**config.mk**
```make
export PLATFORM = sky130hd
export DESIGN_NAME = isa_cycle_engine
export DESIGN_NICKNAME = d
export VERILOG_FILES = /design/src/rtl/isa_cyc_pkg.sv /design/src/rtl/isa_bclk_gen.sv /design/src/rtl/isa_lane_map.sv /design/src/rtl/isa_cycle_fsm.sv /design/src/rtl/isa_cycle_engine.sv
export SDC_FILE = /design/constraint.sdc
export NUM_CORES = 1
export LEC_CHECK = 0
export ABC_AREA = 0
export BUFFER_PORTS_ARGS = -buffer_cell sky130_fd_sc_hd__buf_2
export CAP_MARGIN = 20
export CORE_MARGIN = 1
export CORE_UTILIZATION = 25
export CTS_CLUSTER_SIZE = 16
export DETAILED_ROUTE_END_ITERATION = 7
export PLACE_DENSITY = 0.56
export RECOVER_POWER = 100
export SYNTH_ARGS = -nofsm -noshare
export SYNTH_HDL_FRONTEND = slang
export SYNTH_SLANG_ARGS = --single-unit
```
**constraint.sdc**
```tcl
create_clock -name clk -period 2.37 [get_ports clk]
set_clock_uncertainty 0.2 [all_clocks]
set_input_delay 0.3555 -clock clk [delete_from_list [all_inputs] [get_ports clk]]
set_output_delay 0.3555 -clock clk [all_outputs]
set_load 0.02 [all_outputs]
```
**src/rtl/isa_cyc_pkg.sv**
```systemverilog
package isa_cyc_pkg;
  typedef enum logic [2:0] {
    ST_IDLE,
    ST_ADDR,
    ST_ALE,
    ST_CMD,
    ST_FIN
  } cyc_state_t;
endpackage

```
**src/rtl/isa_bclk_gen.sv**
```systemverilog
module isa_bclk_gen #(
  parameter int BCLK_HALF = 16
) (
  input  logic clk,
  input  logic rst_n,
  output logic bclk,
  output logic rise_tick
);
  localparam int CW = (BCLK_HALF > 1) ? $clog2(BCLK_HALF) : 1;

  logic [CW-1:0] cnt_q, cnt_d;
  logic          bclk_d;
  logic          wrap;

  always_comb begin
    wrap      = (cnt_q == CW'(BCLK_HALF - 1));
    cnt_d     = wrap ? '0 : cnt_q + 1'b1;
    bclk_d    = wrap ? ~bclk : bclk;
    rise_tick = wrap && !bclk;
  end

  always_ff @(posedge clk or negedge rst_n) begin
    if (!rst_n) begin
      cnt_q <= '0;
      bclk  <= 1'b0;
    end else begin
      cnt_q <= cnt_d;
      bclk  <= bclk_d;
    end
  end

  AST_TICK_RISE: assert property (@(posedge clk) disable iff (!rst_n)
    rise_tick |=> bclk) else $error("tick not followed by bus clock high");
  AST_CNT_RANGE: assert property (@(posedge clk) disable iff (!rst_n)
    cnt_q <= CW'(BCLK_HALF - 1)) else $error("divider counter out of range");
endmodule

```
**src/rtl/isa_lane_map.sv**
```systemverilog
module isa_lane_map (
  input  logic [1:0] be,
  output logic       a0,
  output logic       hbe_n
);
  always_comb begin
    a0    = be[1] & ~be[0];
    hbe_n = ~be[1];
  end
endmodule

```
**src/rtl/isa_cycle_fsm.sv**
```systemverilog
module isa_cycle_fsm
  import isa_cyc_pkg::*;
#(
  parameter int ADDR_W    = 24,
  parameter int DATA_W    = 16,
  parameter int SA_W      = 20,
  parameter int LA_LSB    = 17,
  parameter int CMD_BCLKS = 3
) (
  input  logic                    clk,
  input  logic                    rst_n,
  input  logic                    tick,
  input  logic                    req,
  input  logic                    is_io,
  input  logic                    is_wr,
  input  logic [ADDR_W-1:0]       addr,
  input  logic [DATA_W-1:0]       wdata,
  input  logic [1:0]              be,
  input  logic [DATA_W-1:0]       d_in,
  output logic                    ale,
  output logic                    iord_n,
  output logic                    iowr_n,
  output logic                    mrd_n,
  output logic                    mwr_n,
  output logic [SA_W-1:0]         sa,
  output logic [ADDR_W-LA_LSB-1:0] la,
  output logic                    hbe_n,
  output logic [DATA_W-1:0]       d_out,
  output logic                    d_oe,
  output logic                    done,
  output logic [DATA_W-1:0]       rdata
);
  localparam int CCW = (CMD_BCLKS > 1) ? $clog2(CMD_BCLKS) : 1;

  cyc_state_t        state_q, state_d;
  logic [CCW-1:0]    cnt_q, cnt_d;
  logic [ADDR_W-1:0] addr_q;
  logic [DATA_W-1:0] wdata_q, rdata_q;
  logic              io_q, wr_q, hbe_q;
  logic              accept, last_cmd, a0_map, hbe_map;

  isa_lane_map u_lane (.be(be), .a0(a0_map), .hbe_n(hbe_map));

  always_comb begin
    accept   = (state_q == ST_IDLE) && req;
    last_cmd = (state_q == ST_CMD) && tick && (cnt_q == '0);
    state_d  = state_q;
    cnt_d    = cnt_q;
    unique case (state_q)
      ST_IDLE: if (req) state_d = ST_ADDR;
      ST_ADDR: if (tick) state_d = ST_ALE;
      ST_ALE:  if (tick) begin
                 state_d = ST_CMD;
                 cnt_d   = CCW'(CMD_BCLKS - 1);
               end
      ST_CMD:  if (tick) begin
                 if (cnt_q == '0) state_d = ST_FIN;
                 else             cnt_d   = cnt_q - 1'b1;
               end
      ST_FIN:  state_d = ST_IDLE;
      default: state_d = ST_IDLE;
    endcase
  end

  always_ff @(posedge clk or negedge rst_n) begin
    if (!rst_n) begin
      state_q <= ST_IDLE;
      cnt_q   <= '0;
    end else begin
      state_q <= state_d;
      cnt_q   <= cnt_d;
    end
  end

  always_ff @(posedge clk or negedge rst_n) begin
    if (!rst_n) begin
      addr_q  <= '0;
      wdata_q <= '0;
      io_q    <= 1'b0;
      wr_q    <= 1'b0;
      hbe_q   <= 1'b1;
    end else if (accept) begin
      addr_q  <= {addr[ADDR_W-1:1], a0_map};
      wdata_q <= wdata;
      io_q    <= is_io;
      wr_q    <= is_wr;
      hbe_q   <= hbe_map;
    end
  end

  always_ff @(posedge clk or negedge rst_n) begin
    if (!rst_n)        rdata_q <= '0;
    else if (last_cmd) rdata_q <= d_in;
  end

  always_comb begin
    ale    = (state_q == ST_ALE);
    iord_n = !((state_q == ST_CMD) &&  io_q && !wr_q);
    iowr_n = !((state_q == ST_CMD) &&  io_q &&  wr_q);
    mrd_n  = !((state_q == ST_CMD) && !io_q && !wr_q);
    mwr_n  = !((state_q == ST_CMD) && !io_q &&  wr_q);
    sa     = addr_q[SA_W-1:0];
    la     = addr_q[ADDR_W-1:LA_LSB];
    hbe_n  = (state_q == ST_IDLE) ? 1'b1 : hbe_q;
    d_oe   = ((state_q == ST_CMD) || (state_q == ST_FIN)) && wr_q;
    d_out  = wdata_q;
    done   = (state_q == ST_FIN);
    rdata  = rdata_q;
  end

  AST_ONE_STROBE: assert property (@(posedge clk) disable iff (!rst_n)
    $countones({iord_n, iowr_n, mrd_n, mwr_n}) >= 3) else $error("two strobes low");
  AST_ALE_NO_CMD: assert property (@(posedge clk) disable iff (!rst_n)
    ale |-> (iord_n && iowr_n && mrd_n && mwr_n)) else $error("strobe during latch enable");
  AST_ADDR_HOLD: assert property (@(posedge clk) disable iff (!rst_n)
    ale |=> ($stable(sa) && $stable(la))) else $error("address moved during latch");
  AST_DONE_PULSE: assert property (@(posedge clk) disable iff (!rst_n)
    done |=> !done) else $error("done longer than one cycle");
  AST_HOLD_OFF: assert property (@(posedge clk) disable iff (!rst_n)
    (state_q != ST_IDLE) |=> ($stable(io_q) && $stable(wr_q) && $stable(wdata_q)))
    else $error("request fields changed mid cycle");
endmodule

```
**src/rtl/isa_cycle_engine.sv**
```systemverilog
module isa_cycle_engine #(
  parameter int ADDR_W    = 24,
  parameter int DATA_W    = 16,
  parameter int SA_W      = 20,
  parameter int LA_LSB    = 17,
  parameter int BCLK_HALF = 16,
  parameter int CMD_BCLKS = 3
) (
  input  logic                     clk,
  input  logic                     rst_n,
  input  logic                     req_i,
  input  logic                     req_io_i,
  input  logic                     req_wr_i,
  input  logic [ADDR_W-1:0]        req_addr_i,
  input  logic [DATA_W-1:0]        req_wdata_i,
  input  logic [1:0]               req_be_i,
  output logic                     done_o,
  output logic [DATA_W-1:0]        rdata_o,
  output logic                     isa_clk_o,
  output logic                     isa_ale_o,
  output logic [SA_W-1:0]          isa_addr_o,
  output logic [ADDR_W-LA_LSB-1:0] isa_hiaddr_o,
  output logic                     isa_hbe_n_o,
  output logic                     isa_iord_n_o,
  output logic                     isa_iowr_n_o,
  output logic                     isa_mrd_n_o,
  output logic                     isa_mwr_n_o,
  output logic [DATA_W-1:0]        isa_dat_o,
  output logic                     isa_dat_oe_o,
  input  logic [DATA_W-1:0]        isa_dat_i
);
  logic [1:0] rst_sync_q;
  logic       rst_int_n;
  logic       tick;

  always_ff @(posedge clk or negedge rst_n) begin
    if (!rst_n) rst_sync_q <= 2'b00;
    else        rst_sync_q <= {rst_sync_q[0], 1'b1};
  end
  assign rst_int_n = rst_sync_q[1];

  isa_bclk_gen #(.BCLK_HALF(BCLK_HALF)) u_bclk (
    .clk(clk), .rst_n(rst_int_n), .bclk(isa_clk_o), .rise_tick(tick)
  );

  isa_cycle_fsm #(
    .ADDR_W(ADDR_W), .DATA_W(DATA_W), .SA_W(SA_W),
    .LA_LSB(LA_LSB), .CMD_BCLKS(CMD_BCLKS)
  ) u_fsm (
    .clk(clk), .rst_n(rst_int_n), .tick(tick),
    .req(req_i), .is_io(req_io_i), .is_wr(req_wr_i),
    .addr(req_addr_i), .wdata(req_wdata_i), .be(req_be_i),
    .d_in(isa_dat_i),
    .ale(isa_ale_o),
    .iord_n(isa_iord_n_o), .iowr_n(isa_iowr_n_o),
    .mrd_n(isa_mrd_n_o), .mwr_n(isa_mwr_n_o),
    .sa(isa_addr_o), .la(isa_hiaddr_o), .hbe_n(isa_hbe_n_o),
    .d_out(isa_dat_o), .d_oe(isa_dat_oe_o),
    .done(done_o), .rdata(rdata_o)
  );

  AST_OE_WRITE_ONLY: assert property (@(posedge clk) disable iff (!rst_int_n)
    isa_dat_oe_o |-> (!isa_iowr_n_o || !isa_mwr_n_o || done_o))
    else $error("data driven outside write window");
  AST_READ_NO_DRIVE: assert property (@(posedge clk) disable iff (!rst_int_n)
    (!isa_iord_n_o || !isa_mrd_n_o) |-> !isa_dat_oe_o)
    else $error("data driven during read");
endmodule

```
==> run summary <==
worst skew pair latency - 0.32 ns
filler-free cell count of the finished design - 474
most instantiated cells after synthesis - dfrtp_1 (70), mux2_2 (57), inv_1 (6)
area share of fa/ha/maj cells after synthesis - 0.875%
RSZ-0062 raised after global routing - no
Post-synth top flop - dfrtp_1
Synth cell types - 36
Die Height - 109 um
# setup viols final - 0
setup ws final - 0.125 ns
WS Path Type - flip-flop to primary output
number of synthesized register bits - 71
Critical Path AT - 1.69 ns
Detail Placement HPWL - 4370 um
Sum Neg Setup Slack - 0 ns
CP top delay family - simple AND/OR/NAND/NOR gates
top-area cell type share of the netlist area - 61.3%
Power Density - 1000 mW/mm2
global-route wire length before repair - 9560 um
placed cell count - 456
worst path cell trace - nand3b_1, or3b_2, buf_2
Ys Warns - 0
GR Overflow Total - 0
Buf+Inv Stages, Crit Path - 1
leak pwr - 1.70 nW
Simple-Gate Fraction of Synth Area - 7.09%
largest family of logic cells by synthesized area - multiplexers
Starting DRT DRC Count - 92
pre-CTS setup slack - 0.289 ns
post-synthesis cell area - 0.00286 mm2
final hold violations - 0
Slew @ Worst Pin - 0.941 ns
overall global routing resource usage - 10.7%
compound-gate portion of the synthesized area - 3.15%
Util after Layout - 34.7%
total CTS buffers - 9
port bufs - 129
sequential area share after synthesis - 62.2%
top cells by area, synth - dfrtp_1 (61%), mux2_2 (22%), dfstp_2 (0.92%)
crit-path max FO - 11
Synth Area in XOR/XNOR - 0.613%
Slew HR - 37.3%
clk buf depth - 2
crit end category - primary output
final hold slack - 0.0621 ns
WL/cell - 13.0 um
drt total wl - 6160 um
Slowest-stage cell, CP - dfrtp_1
CP max stage delay - 0.54 ns
r2r setup slk - 0.15 ns
Worst-path clk slew - 0.06 ns
Vias/cell - 4.24
Cells after Synth - 195
Max Slew Vio Count - 0
maximum VDD drop - 0.375 mV
Setup crit start kind - flip-flop
FMAX - 445 MHz
clock sinks - 71
largest net degree at the start of global routing - 46
area grow syn2layout - 33.4%
Hold Path Class - primary input to flip-flop
H-Tree Depth - 3
Min Clock Period, post-route - 2.25 ns
mux contribution to synthesized area - 22.5%
Worst Path Required - 1.81 ns
asr flop ratio synth - 100%
Net Count, Synth - 260
Die Area - 0.0119 mm2
Post-CTS Setup Inserts - 0
placed inst area - 0.00365 mm2
post-route cell area - 0.00381 mm2
vias in the first global route - 1971
share of layout cells above drive strength 1 - 42.2%
layout net count - 394
Synth area leader - dfrtp_1
core area - 0.0110 mm2
outcome - finished clean
Die Wd - 109 um
fillers - 1121
Final GP Congestion - 0.676
post-route ant nets - 0
initial core utilization - 26.0%
DRC violations left - 0
count leader, synth - dfrtp_1
Pwr Total - 3.81 mW
diode count - 0
Post-synth EDFFs - 0
clock root cell - clkbuf_16
Tcrit/Tclk final - 94.7%
Max-Cap Viols - 0
initial antenna violation count - 0
row count - 38
via count - 2011
I/O pin count - 131
syn_area_per_cell - 14.7 um2
CTS tree - yes
1st-pass router iterations - 4
[final timing paths]
kind                                           endpoint                          from  cells past startpoint
min in group asynchronous       rst_sync_q[1]$_DFF_PN0_                         rst_n                      2
setup reg to reg             u_fsm.d_out[8]$_DFFE_PN0P_  u_fsm.state_q[1]$_DFFE_PN0P_                      3
hold reg to reg                 rst_sync_q[1]$_DFF_PN0_       rst_sync_q[0]$_DFF_PN0_                      0
hold / removal              u_fsm.d_out[11]$_DFFE_PN0P_               req_wdata_i[11]                      2
max in group asynchronous  u_fsm.state_q[0]$_DFFE_PN0P_       rst_sync_q[1]$_DFF_PN0_                      1
setup / recovery                            isa_mwr_n_o  u_fsm.state_q[1]$_DFFE_PN0P_                      3
[metal layers]
metal	wire, um	global-route usage (%)	share of wire (%)
met2	3050	17.7	50
met3	435	4.48	7.1
met5	0	0	0
met1	2600	12.4	42
met4	73	3.47	1.2
[power by group]
| group | internal (mW) | switching (mW) |
|---|---|---|
| clock network | 0.762 | 0.478 |
| registers | 1.48 | 0.150 |
| logic | 0.357 | 0.590 |
| total | 2.60 | 1.22 |
[worst register-to-register path: stages, from the launching register on]
cell,delay [ns]
dfrtp_1,0.50
nor4b_1,0.35
clkbuf_4,0.61
mux2_2,0.44
[registers in the layout, summed over array words and instances (netlist names)]
signal and cells:
u_fsm.hbe_q 1, u_fsm.cnt_q 2, u_bclk.cnt_q 4, u_fsm.d_out 16, u_fsm.rdata 16, u_bclk.bclk 1
u_fsm.state_q 3, u_fsm.wr_q 1, u_fsm.io_q 1, u_fsm.addr_q 24, rst_sync_q 2
[repair_timing]
| item | 4_1_cts | 5_1_grt |
|---|---|---|
| hold buffers | 2 | 0 |
| gates resized for setup | 0 | 1 |
| setup endpoints to repair | 0 | 1 |
| endpoints found under the hold margin | 3 | 0 |
[area by class of cell]
class	count	area, um2	area share (%)
sequential	71	1780	46.7
tap	140	175	4.59
clock inverter	3	17.5	0.459
timing repair buffer	135	606	15.9
inverter	6	22.5	0.591
clock buffer	13	260	6.82
multi-input combinational	106	952	25.0
[placed cells by master, fill, tap and decap left out, types with 3 or more instances in the layout]
master and instances:
mux2_2 57, clkbuf_1 70, a31oi_1 3, dfrtp_1 68, nor2_1 5, inv_1 6, nand2b_1 3, buf_2 61
nand2_1 4, nand3b_1 3, clkbuf_16 9, nand3_1 3, o21ai_0 3
[cell families after synthesis]
| logic type | after synthesis |
|---|---|
| flip-flops | 71 |
| buffers and inverters | 18 |
| multiplexers | 57 |
| AO/OA/AOI/OAI | 14 |
| XOR/XNOR | 2 |
| other | 1 |
| AND/OR/NAND/NOR | 30 |
| adder cells (fa/ha/maj) | 2 |
(Power assumes the default switching activity.)
